<file path="src/rtl/load_fmt_pkg.sv">
// Shared types for the load result formatter.
// Assumes: access size is coded on one bit, 0 = byte, 1 = word.
package load_fmt_pkg;

    typedef enum logic {
        ACC_BYTE = 1'b0,
        ACC_WORD = 1'b1
    } acc_size_e;

    typedef enum logic {
        ORDER_LITTLE = 1'b0,
        ORDER_BIG    = 1'b1
    } byte_order_e;

endpackage

</file>
<file path="src/rtl/order_mode_reg.sv">
// Holds the byte-order mode. It follows the configuration pin on every edge
// while the synchronous active-low reset is held, and keeps its value after that.
// Assumes: with no reset at all, the register starts in little-endian order.
module order_mode_reg
    import load_fmt_pkg::*;
(
    input  logic        clk,
    input  logic        rst_n,
    input  logic        cfg_pin,
    output byte_order_e order_o
);

    byte_order_e order_q = ORDER_LITTLE;

    // Follow the pin only while reset is asserted.
    always_ff @(posedge clk) begin
        if (!rst_n) begin
            order_q <= byte_order_e'(cfg_pin);
        end
    end

    assign order_o = order_q;

    // the mode reflects the pin value from the previous edge of reset.
    p_capture_in_reset_r3: assert property (@(posedge clk)
        !rst_n |=> (order_o == byte_order_e'($past(cfg_pin))));

    // the mode stays fixed for as long as reset stays released.
    p_locked_after_reset_r4: assert property (@(posedge clk) disable iff (!rst_n)
        $past(rst_n) |-> $stable(order_o));

endmodule

</file>
<file path="src/rtl/byte_lane_pick.sv">
// Picks one byte lane of a word. The chosen lane depends on the byte offset
// and the byte-order mode.
// Assumes: DATA_W is a whole multiple of BYTE_W and the lane count is a power of two.
module byte_lane_pick
    import load_fmt_pkg::*;
#(
    parameter int DATA_W = 32,
    parameter int BYTE_W = 8,
    localparam int LANES = DATA_W / BYTE_W,
    localparam int OFF_W = $clog2(LANES)
) (
    input  logic [DATA_W-1:0] word_i,
    input  logic [OFF_W-1:0]  off_i,
    input  byte_order_e       order_i,
    output logic [BYTE_W-1:0] byte_o
);

    localparam logic [OFF_W-1:0] LAST_LANE = OFF_W'(LANES - 1);

    logic [BYTE_W-1:0] lanes [LANES];
    logic [OFF_W-1:0]  lane_idx;

    // Split the word into lanes, with lane 0 the least significant.
    for (genvar g = 0; g < LANES; g++) begin : g_lane
        assign lanes[g] = word_i[g*BYTE_W +: BYTE_W];
    end

    // Big-endian order reverses the offset: the lowest address is the top lane.
    always_comb begin
        lane_idx = (order_i == ORDER_BIG) ? (LAST_LANE - off_i) : off_i;
    end

    assign byte_o = lanes[lane_idx];

endmodule

</file>
<file path="src/rtl/byte_widen.sv">
// Widens a byte to the full register width, with zero fill or sign fill.
// Assumes: DATA_W > BYTE_W.
module byte_widen #(
    parameter int DATA_W = 32,
    parameter int BYTE_W = 8,
    localparam int FILL_W = DATA_W - BYTE_W
) (
    input  logic [BYTE_W-1:0] byte_i,
    input  logic              signed_i,
    output logic [DATA_W-1:0] value_o
);

    logic fill_bit;

    // The fill bit is the byte's top bit for signed loads and zero otherwise.
    always_comb begin
        fill_bit = signed_i & byte_i[BYTE_W-1];
        value_o  = {{FILL_W{fill_bit}}, byte_i};
    end

endmodule

</file>
<file path="src/rtl/load_formatter.sv">
// Top of the load result formatter. For a word access the read word passes
// through; for a byte access one lane is chosen and widened to the register width.
// Assumes: only aligned word and byte accesses reach this block.
module load_formatter
    import load_fmt_pkg::*;
#(
    parameter int DATA_W = 32,
    parameter int BYTE_W = 8,
    localparam int LANES = DATA_W / BYTE_W,
    localparam int OFF_W = $clog2(LANES)
) (
    input  logic              clk,
    input  logic              rst_n,
    input  logic              cfg_big_endian,
    input  logic [DATA_W-1:0] rd_word,
    input  logic [OFF_W-1:0]  addr_lo,
    input  logic              acc_word,
    input  logic              sign_ext,
    output logic [DATA_W-1:0] load_value
);

    byte_order_e       order;
    logic [BYTE_W-1:0] picked;
    logic [DATA_W-1:0] widened;
    acc_size_e         acc_size;

    assign acc_size = acc_size_e'(acc_word);

    order_mode_reg u_mode (
        .clk     (clk),
        .rst_n   (rst_n),
        .cfg_pin (cfg_big_endian),
        .order_o (order)
    );

    byte_lane_pick #(.DATA_W(DATA_W), .BYTE_W(BYTE_W)) u_pick (
        .word_i  (rd_word),
        .off_i   (addr_lo),
        .order_i (order),
        .byte_o  (picked)
    );

    byte_widen #(.DATA_W(DATA_W), .BYTE_W(BYTE_W)) u_widen (
        .byte_i   (picked),
        .signed_i (sign_ext),
        .value_o  (widened)
    );

    // Choose between the word as read and the widened byte.
    always_comb begin
        load_value = (acc_size == ACC_WORD) ? rd_word : widened;
    end

    // unsigned byte loads leave every bit above the byte at zero.
    p_zero_fill_r5: assert property (@(posedge clk) disable iff (!rst_n)
        (!acc_word && !sign_ext) |-> (load_value[DATA_W-1:BYTE_W] == '0));

    // signed byte loads copy bit 7 of the result into every upper bit.
    p_sign_fill_r6: assert property (@(posedge clk) disable iff (!rst_n)
        (!acc_word && sign_ext) |->
        (load_value[DATA_W-1:BYTE_W] == {(DATA_W-BYTE_W){load_value[BYTE_W-1]}}));

    // word loads return the read word unchanged.
    p_word_pass_r7: assert property (@(posedge clk) disable iff (!rst_n)
        acc_word |-> (load_value == rd_word));

endmodule

</file>
<file path="config.mk">
export PLATFORM = sky130hd
export DESIGN_NAME = load_formatter
export DESIGN_NICKNAME = d
export VERILOG_FILES = /design/src/rtl/load_fmt_pkg.sv /design/src/rtl/order_mode_reg.sv /design/src/rtl/byte_lane_pick.sv /design/src/rtl/byte_widen.sv /design/src/rtl/load_formatter.sv
export SDC_FILE = /design/constraint.sdc
export NUM_CORES = 1
export LEC_CHECK = 0
export ABC_AREA = 0
export BUFFER_PORTS_ARGS = -buffer_cell sky130_fd_sc_hd__buf_2
export CAP_MARGIN = 10
export CORE_MARGIN = 4
export CORE_UTILIZATION = 37
export DETAILED_ROUTE_END_ITERATION = 6
export MAX_ROUTING_LAYER = met4
export PLACE_DENSITY = 0.9
export SYNTH_ARGS = -nofsm -noshare
export SYNTH_HDL_FRONTEND = slang
export SYNTH_SLANG_ARGS = --single-unit
</file>
<file path="constraint.sdc">
create_clock -name clk -period 2.05 [get_ports clk]
set_input_delay 0.205 -clock clk [delete_from_list [all_inputs] [get_ports clk]]
set_output_delay 0.205 -clock clk [all_outputs]
set_load 0.02 [all_outputs]
</file>
==> flow_summary.ini, run 1 <==
[setup_path]
crit_path_start_kind = register
crit_arrival_ps = 1670
crit_type = register to output port
cp_slowest_cell = edfxtp_1
cp_slowest_stage_delay_ps = 500
endpoint_kind = output port
required_ps = 1850
crit_chain = and3_4 > or3_1 > a22oi_1 > o21ai_1 > buf_2
path_max_fanout = 10

[sta]
relSlewSlack = 0.671
slew_viol_final = 0
hold_viol = 0
fmax_ghz = 0.532
setup_viol = 0
grt_setup_unrepaired = no
post-route-min-period_ps = 1880
post-route-period-util = 0.916
setup_tns_ps = 0
worst_slew_pin_slew_ps = 493

[synthesis]
synth_area_um2 = 783
ys_ff_latch = 1
synth_area_per_cell_um2 = 8.42
yosysWarnings = 0
yosys.area.top_type_share = 0.230
yosysSeqAreaShare = 0.0383
syn_nets = 132
syn_inst = 93
synth_area_leader_cell = a21o_1
synth_area_leaders = a21o_1, mux2_2, a22oi_1
yosysUniqueCellTypes = 23

[finish]
final_cells = 183
final_core_util = 0.567
final_nets = 197
fillCellCount = 198
syn2layout_area_growth_pct = 43.5
stdcell_area_um2 = 1120
multiInputGateArea_um2 = 668
drive_gt1_frac = 0.635
largest_reg_flops = 1
regArea_um2 = 30.0
diodes = 0

[placement]
port_buffers = 70
placed_cell_area_um2 = 1120
place_inst = 183
globalplace.congestion = 0.808
dp.final_hpwl_um = 2260

[floorplanning]
die-height_um = 54.0
die_area_um2 = 2920
initial_core_util = 0.395
io_pins = 71
die_x_um = 54.0
fp-row-count = 16
core-area_um2 = 1980

[power_and_ir_drop]
ir_drop_mv = 0.218
power_density_nw_per_um2 = 339
p_leak_uw = 0.000686
p_total_uw = 381

[clock_tree]
clk_pin_slew_ps = 0
postCtsHoldBufs = 0
cts_setup_buffers = 0
ctsResizeCount = 0

[status]
status = completed

[global_routing]
antenna_found_initial = 0
grt_pass1_vias = 980
grt_start_max_net_pins = 32
overflow = 0
track_usage = 0.190
grt_pass1_wl_um = 4190

[drt]
post_drt_wl_per_cell_um = 14.9
postRouteWirelength_um = 2720
drc_errors = 0
drt-initial-drc-count = 14
detail-route-antenna-nets = 0
vias = 1025
viasPerCell = 5.60
dr.pass1.iters = 4

[worst_hold_path]
hold_class = primary input to register

[job]
cap_violations = 0
## layer usage
| metal | up-vias | GRT usage | routed length [um] |
|---|---|---|---|
| li1 | 491 | - | - |
| met4 | 0 | 0.0290 | 31 |
| met5 | - | - | 0 |
| met2 | 52 | 0.387 | 1430 |
| met3 | 4 | 0.00277 | 198 |
| met1 | 478 | 0.205 | 1060 |
## placed cells by master (no fill, tap or decap)
cell type and n:
buf_2 70, a21o_1 24, mux2_2 15, a22oi_1 14, o21ai_1 7, buf_4 5, o21ai_2 4, and3b_1 3
nor3b_1 2, nor2b_1 2, nor3_2 1, and3_4 1, nor3b_2 1, nand2b_1 1, a41oi_4 1, nand4_1 1
or3_1 1, o21ba_2 1, inv_1 1, edfxtp_1 1
## Yosys cell counts, drive strengths merged
cell type / instances
nor2b: 2
a22oi: 14
a41oi: 1
nor3b: 3
and3: 1
nand2b: 1
and3b: 3
a21o: 24
buf: 8
edfxtp: 1
mux2: 15
o21ai: 11
nor3: 1
o21ba: 1
inv: 1
or3: 1
clkbuf: 4
nand4: 1
## cells by family after synthesis
kind of cell    Yosys count  share of synthesized area
simple gates             13                      0.136
flops                     1                     0.0383
mux                      15                      0.216
compound gates           51                      0.502
buf+inv                  13                      0.109
## area by class of cell
cell class | instances | area share
Tap cell | 27 | 0.0301
Timing Repair Buffer | 75 | 0.345
Multi-Input combinational cell | 79 | 0.595
Inverter | 1 | 0.00334
Sequential cell | 1 | 0.0267
## power by group
group | internal, uW | switching [uW]
Sequential | 24.9 | 3.97
Combinational | 154 | 198
Clock | 0 | 0
Total | 179 | 202
## stage by stage
step | hold WS [ps] | worst slack (ps)
final | 400 | 172
after CTS | 404 | 175
after detailed placement | 404 | 180
after global placement | 385 | 239
after global routing | 413 | 45.0
after floorplan | 304 | 354
## critical path: cells and delay by family (launching register included)
kind	cells	cell delay, ps
buffers and inverters	1	170
DFF	1	500
AOI/OAI and AO/OA	2	330
and+or+nand+nor	2	670
## worst paths after layout
kind	startpoint	end	slack, ps	depth (start not counted)
setup / recovery	u_mode.order_o$_DFFE_PN_	load_value[3]	170	5
hold / removal	cfg_big_endian	u_mode.order_o$_DFFE_PN_	400	1
No activity file was read; power rests on OpenSTA's default activity.
==> inputs of run 2 (changes only) <==
--- a/config.mk
+++ b/config.mk
@@ -9,10 +9,11 @@
 export BUFFER_PORTS_ARGS = -buffer_cell sky130_fd_sc_hd__buf_2
 export CAP_MARGIN = 10
 export CORE_MARGIN = 4
-export CORE_UTILIZATION = 37
+export CORE_UTILIZATION = 43
 export DETAILED_ROUTE_END_ITERATION = 6
 export MAX_ROUTING_LAYER = met4
-export PLACE_DENSITY = 0.9
+export PLACE_DENSITY = 0.92
 export SYNTH_ARGS = -nofsm -noshare
 export SYNTH_HDL_FRONTEND = slang
+export SYNTH_HIERARCHICAL = 1
 export SYNTH_SLANG_ARGS = --single-unit
==> flow_summary.ini, run 2 <==
[placement]
globalplace.congestion = 0.710
place_inst = 148
dp.final_hpwl_um = 1880
port_buffers = 70

[synthesis]
yosysMostFrequentCell = buf_4
yosysUniqueCellTypes = 11
async_flop_share = 0
synth_area_leaders = mux2_4, buf_4, mux4_1
synth_flop_cell = edfxtp_1
synth_area_um2 = 1070
yosys-top-cells-count = buf_4, mux2_4, mux4_1
syn_nets = 120
yosys.area.top_type_share = 0.422
synth_edf_count = 1
synth_area_per_cell_um2 = 13.2
syn_inst = 81
yosysWarnings = 6
yosysSeqAreaShare = 0.0281
ys_ff_latch = 1
synth_area_leader_cell = mux2_4

[setup_path]
crit_path_start_kind = register
crit_type = register to output port
path_max_fanout = 7
crit_chain = xnor2_4 > buf_4 > buf_12 > mux4_2 > mux2_4 > buf_4
crit_arrival_ps = 1880
endpoint_kind = output port
critPathMostFrequentCell = buf_4
cp_slowest_cell = mux4_2
required_ps = 1850
cp_slowest_stage_delay_ps = 510

[sta]
fmax_ghz = 0.479
slew_viol_final = 0
hold-worst-slack_ps = 387
setup_viol = 18
post-route-min-period_ps = 2090
relSlewSlack = 0.839
post-route-period-util = 1.02
hold_viol = 0
worst_slew_pin_slew_ps = 242
grt_setup_unrepaired = yes
fin_ws_ps = -38.2

[power_and_ir_drop]
ir_drop_mv = 0.282
p_leak_uw = 0.000737
power_density_nw_per_um2 = 443

[global_routing]
track_usage = 0.139
grt_start_max_net_pins = 33
met2_usage = 0.255
busiest_layer = met2
use_met3 = 0.0245
overflow = 0
use_met1 = 0.165
grt_pass1_wl_um = 3680
antenna_found_initial = 0
grt_pass1_vias = 760

[clock_tree]
clk_pin_slew_ps = 0
postCtsHoldBufs = 0

[finish]
largest_reg_flops = 1
final_nets = 166
diodes = 0
drive_gt1_frac = 0.976
mostFrequentLayoutCells = buf_2, mux2_4, buf_6
final_cells = 153
multiInputGateArea_um2 = 739
syn2layout_area_growth_pct = 31.5
final_core_util = 0.611
regArea_um2 = 30.0
final_common_cell = buf_2
fillCellCount = 191

[drt]
post_drt_wl_per_cell_um = 17.8
vias = 784
drc_errors = 0
drt-initial-drc-count = 33
detail-route-antenna-nets = 0
dr.pass1.iters = 4
viasPerCell = 5.12
postRouteWirelength_um = 2720

[floorplanning]
initial_core_util = 0.465
fp-row-count = 17
io_pins = 71
core-area_um2 = 2300
die_x_um = 57.8
die_area_um2 = 3340
die-height_um = 57.8

[worst_hold_path]
hold_class = primary input to register
whs_path_depth = 1

[status]
status = finished, violations left
violations = setup timing

[job]
cap_violations = 0
==> run 2: cell count changes after synthesis, sizes merged, moves of 2 or more <==
| cell | change |
|---|---|
| nor2b | -2 |
| mux4 | +8 |
| clkbuf | -4 |
| and3b | -3 |
| buf | +28 |
| a21o | -24 |
| mux2 | +17 |
| a22oi | -14 |
| nor3b | -3 |
| o21ai | -11 |
==> run 2: final cells by class <==
class,count,area share
Tap cell,28,0.0250
Multi-Input combinational cell,46,0.527
Timing Repair Buffer,77,0.424
Inverter,1,0.00267
Sequential cell,1,0.0214
==> run 2: power breakdown <==
| part | switching, uW | leakage [uW] | internal [uW] |
|---|---|---|---|
| combinational | 254 | 0.000727 | 340 |
| clock | 0 | 0 | 0 |
| sequential | 2.61 | 0.00000979 | 24.9 |
| total | 256 | 0.000737 | 365 |
==> run 2: worst max-delay path, delay by kind of cell (launching register included) <==
| family | cells | cell delay [ps] |
|---|---|---|
| multiplexers | 2 | 800 |
| flip-flops | 1 | 450 |
| buffers and inverters | 3 | 430 |
| XOR/XNOR | 1 | 200 |
==> run 2: worst paths after layout <==
path                                    to                      from
setup / recovery             load_value[1]  u_mode/order_o$_DFFE_PN_
hold / removal    u_mode/order_o$_DFFE_PN_            cfg_big_endian
==> run 2: repair_timing <==
item	CTS	global route
pin swaps	1	6
buffers inserted	1	1
resized for setup	18	45
gates cloned	1	2
endpoints found under the setup margin	30	30
==> run 2: logic make-up (layout without fill, tap and decap cells) <==
family                    after synthesis  in the layout  synth area share
DFF                                     1              1            0.0281
and+or+nand+nor                         1              4           0.00587
buffers and inverters                  37             78             0.295
xor gates and xnor gates                2              2            0.0305
muxes                                  40             40             0.640
==> run 2: layer usage <==
layer | wire [um] | up-vias | part of all wire
li1 | - | 356 | -
met1 | 1080 | 381 | 0.40
met2 | 1380 | 47 | 0.51
met3 | 261 | 0 | 0.096
met4 | 0 | 0 | 0
met5 | 0 | - | 0
==> run 2: metrics by stage <==
stage / TNS, ps / cell area (um2) / setup slack [ps] / total power (uW)
floorplan: -3330 / 1080 / -148 / 472
global placement: -2060 / 1220 / -84.8 / 498
detailed placement: -2550 / 1220 / -107 / 508
CTS: -1710 / 1240 / -83.1 / 541
global route: -2540 / 1400 / -108 / 655
finish: -415 / 1400 / -38.2 / 621
==> inputs of run 3 (changes only) <==
--- a/config.mk
+++ b/config.mk
@@ -9,10 +9,10 @@
 export BUFFER_PORTS_ARGS = -buffer_cell sky130_fd_sc_hd__buf_2
 export CAP_MARGIN = 10
 export CORE_MARGIN = 4
-export CORE_UTILIZATION = 43
+export CORE_UTILIZATION = 45
 export DETAILED_ROUTE_END_ITERATION = 6
 export MAX_ROUTING_LAYER = met4
-export PLACE_DENSITY = 0.92
+export PLACE_DENSITY = 0.95
 export SYNTH_ARGS = -nofsm -noshare
 export SYNTH_HDL_FRONTEND = slang
 export SYNTH_HIERARCHICAL = 1
==> constraint.sdc (replaced) <==
create_clock -name clk -period 2.7 [get_ports clk]
set_input_delay 0.27 -clock clk [delete_from_list [all_inputs] [get_ports clk]]
set_output_delay 0.27 -clock clk [all_outputs]
set_load 0.02 [all_outputs]
==> flow_summary.ini, run 3 (synthesized netlist as in run 2, its figures left out) <==
[placement]
port_buffers = 70
dp.final_hpwl_um = 2120
globalplace.congestion = 0.706
placed_cell_area_um2 = 1200

[clock_tree]
cts_setup_buffers = 0
postCtsHoldBufs = 0
clk_pin_slew_ps = 0
ctsResizeCount = 0

[sta]
relSlewSlack = 0.631
post-route-period-util = 0.877
setup_tns_ps = 0
worst_slew_pin_slew_ps = 554
grt_setup_unrepaired = no
fmax_ghz = 0.422
hold_viol = 0
setup_viol = 0
slew_viol_final = 0
post-route-min-period_ps = 2370

[status]
status = completed

[setup_path]
crit_path_start_kind = register
critPathTopFamily = multiplexers
required_ps = 2430
path_max_fanout = 22
path_buf_inv = 2
cp_slowest_cell = mux4_1
cp.depth = 6
crit_arrival_ps = 2100
crit_type = register to output port
endpoint_kind = output port
cp_slowest_stage_delay_ps = 600
endpoint = load_value[14]
startpoint = u_mode/order_o$_DFFE_PN_
crit_chain = xnor2_2 > mux4_1 > and2_1 > buf_12 > mux2_4 > buf_2

[power_and_ir_drop]
p_leak_uw = 0.000688
power_density_nw_per_um2 = 314
ir_drop_mv = 0.170

[floorplanning]
die-height_um = 56.7
fp-row-count = 17
initial_core_util = 0.478
die_area_um2 = 3210
core-area_um2 = 2230
die_x_um = 56.7
io_pins = 71

[worst_hold_path]
hold_class = primary input to register

[drt]
post_drt_wl_per_cell_um = 16.5
vias = 779
drc_errors = 0
drt-initial-drc-count = 15
detail-route-antenna-nets = 0
postRouteWirelength_um = 2450
dr.pass1.iters = 4
viasPerCell = 5.23

[global_routing]
grt_pass1_vias = 856
antenna_found_initial = 0
grt_start_max_net_pins = 23
track_usage = 0.153
grt_pass1_wl_um = 4000
overflow = 0

[finish]
regArea_um2 = 30.0
syn2layout_area_growth_pct = 12.3
fillCellCount = 196
diodes = 0
drive_gt1_frac = 0.909
final_core_util = 0.537
mostFrequentLayoutCells = buf_2, mux2_4, mux4_1
largest_reg_flops = 1
final_nets = 162
stdcell_area_um2 = 1200
final_common_cell = buf_2
multiInputGateArea_um2 = 722

[job]
cap_violations = 0
-- run 3: final cells by class --
class | count | area share
flip-flops and latches | 1 | 0.0251
inverters | 1 | 0.00313
repair buffers | 76 | 0.340
multi-input cells | 43 | 0.602
well taps | 28 | 0.0292
-- run 3: routing by layer --
layer	vias up	wire, um	part of all wire	GRT usage
li1	354	-	-	-
met1	376	913	0.37	0.160
met2	43	1340	0.55	0.300
met3	6	147	0.060	0.0138
met4	0	51	0.021	0.0407
met5	-	0	0	-
-- run 3: how the worst min path moves through the flow --
stage	to	startpoint	slack [ps]	cells after the start
floorplan	u_mode/order_o$_DFFE_PN_	cfg_big_endian	370	0
global placement	u_mode/order_o$_DFFE_PN_	cfg_big_endian	460	1
detailed placement	u_mode/order_o$_DFFE_PN_	cfg_big_endian	460	1
CTS	u_mode/order_o$_DFFE_PN_	cfg_big_endian	460	1
global route	u_mode/order_o$_DFFE_PN_	cfg_big_endian	460	1
finish	u_mode/order_o$_DFFE_PN_	cfg_big_endian	460	1
-- run 3: power by group --
| part | internal, uW | total, uW | switching, uW |
|---|---|---|---|
| registers | 18.9 | 20.8 | 1.87 |
| logic | 185 | 356 | 171 |
| clock network | 0 | 0 | 0 |
-- run 3: per-stage QoR --
| stage | power, uW | cells | setup slack [ps] | hold slack, ps |
|---|---|---|---|---|
| final | 377 | 149 | 331 | 456 |
| after global routing | 400 | 149 | 251 | 464 |
| after floorplan | 353 | 81 | 109 | 369 |
| after global placement | 368 | 149 | 431 | 458 |
| after detailed placement | 379 | 149 | 330 | 459 |
| after CTS | 380 | 149 | 326 | 459 |
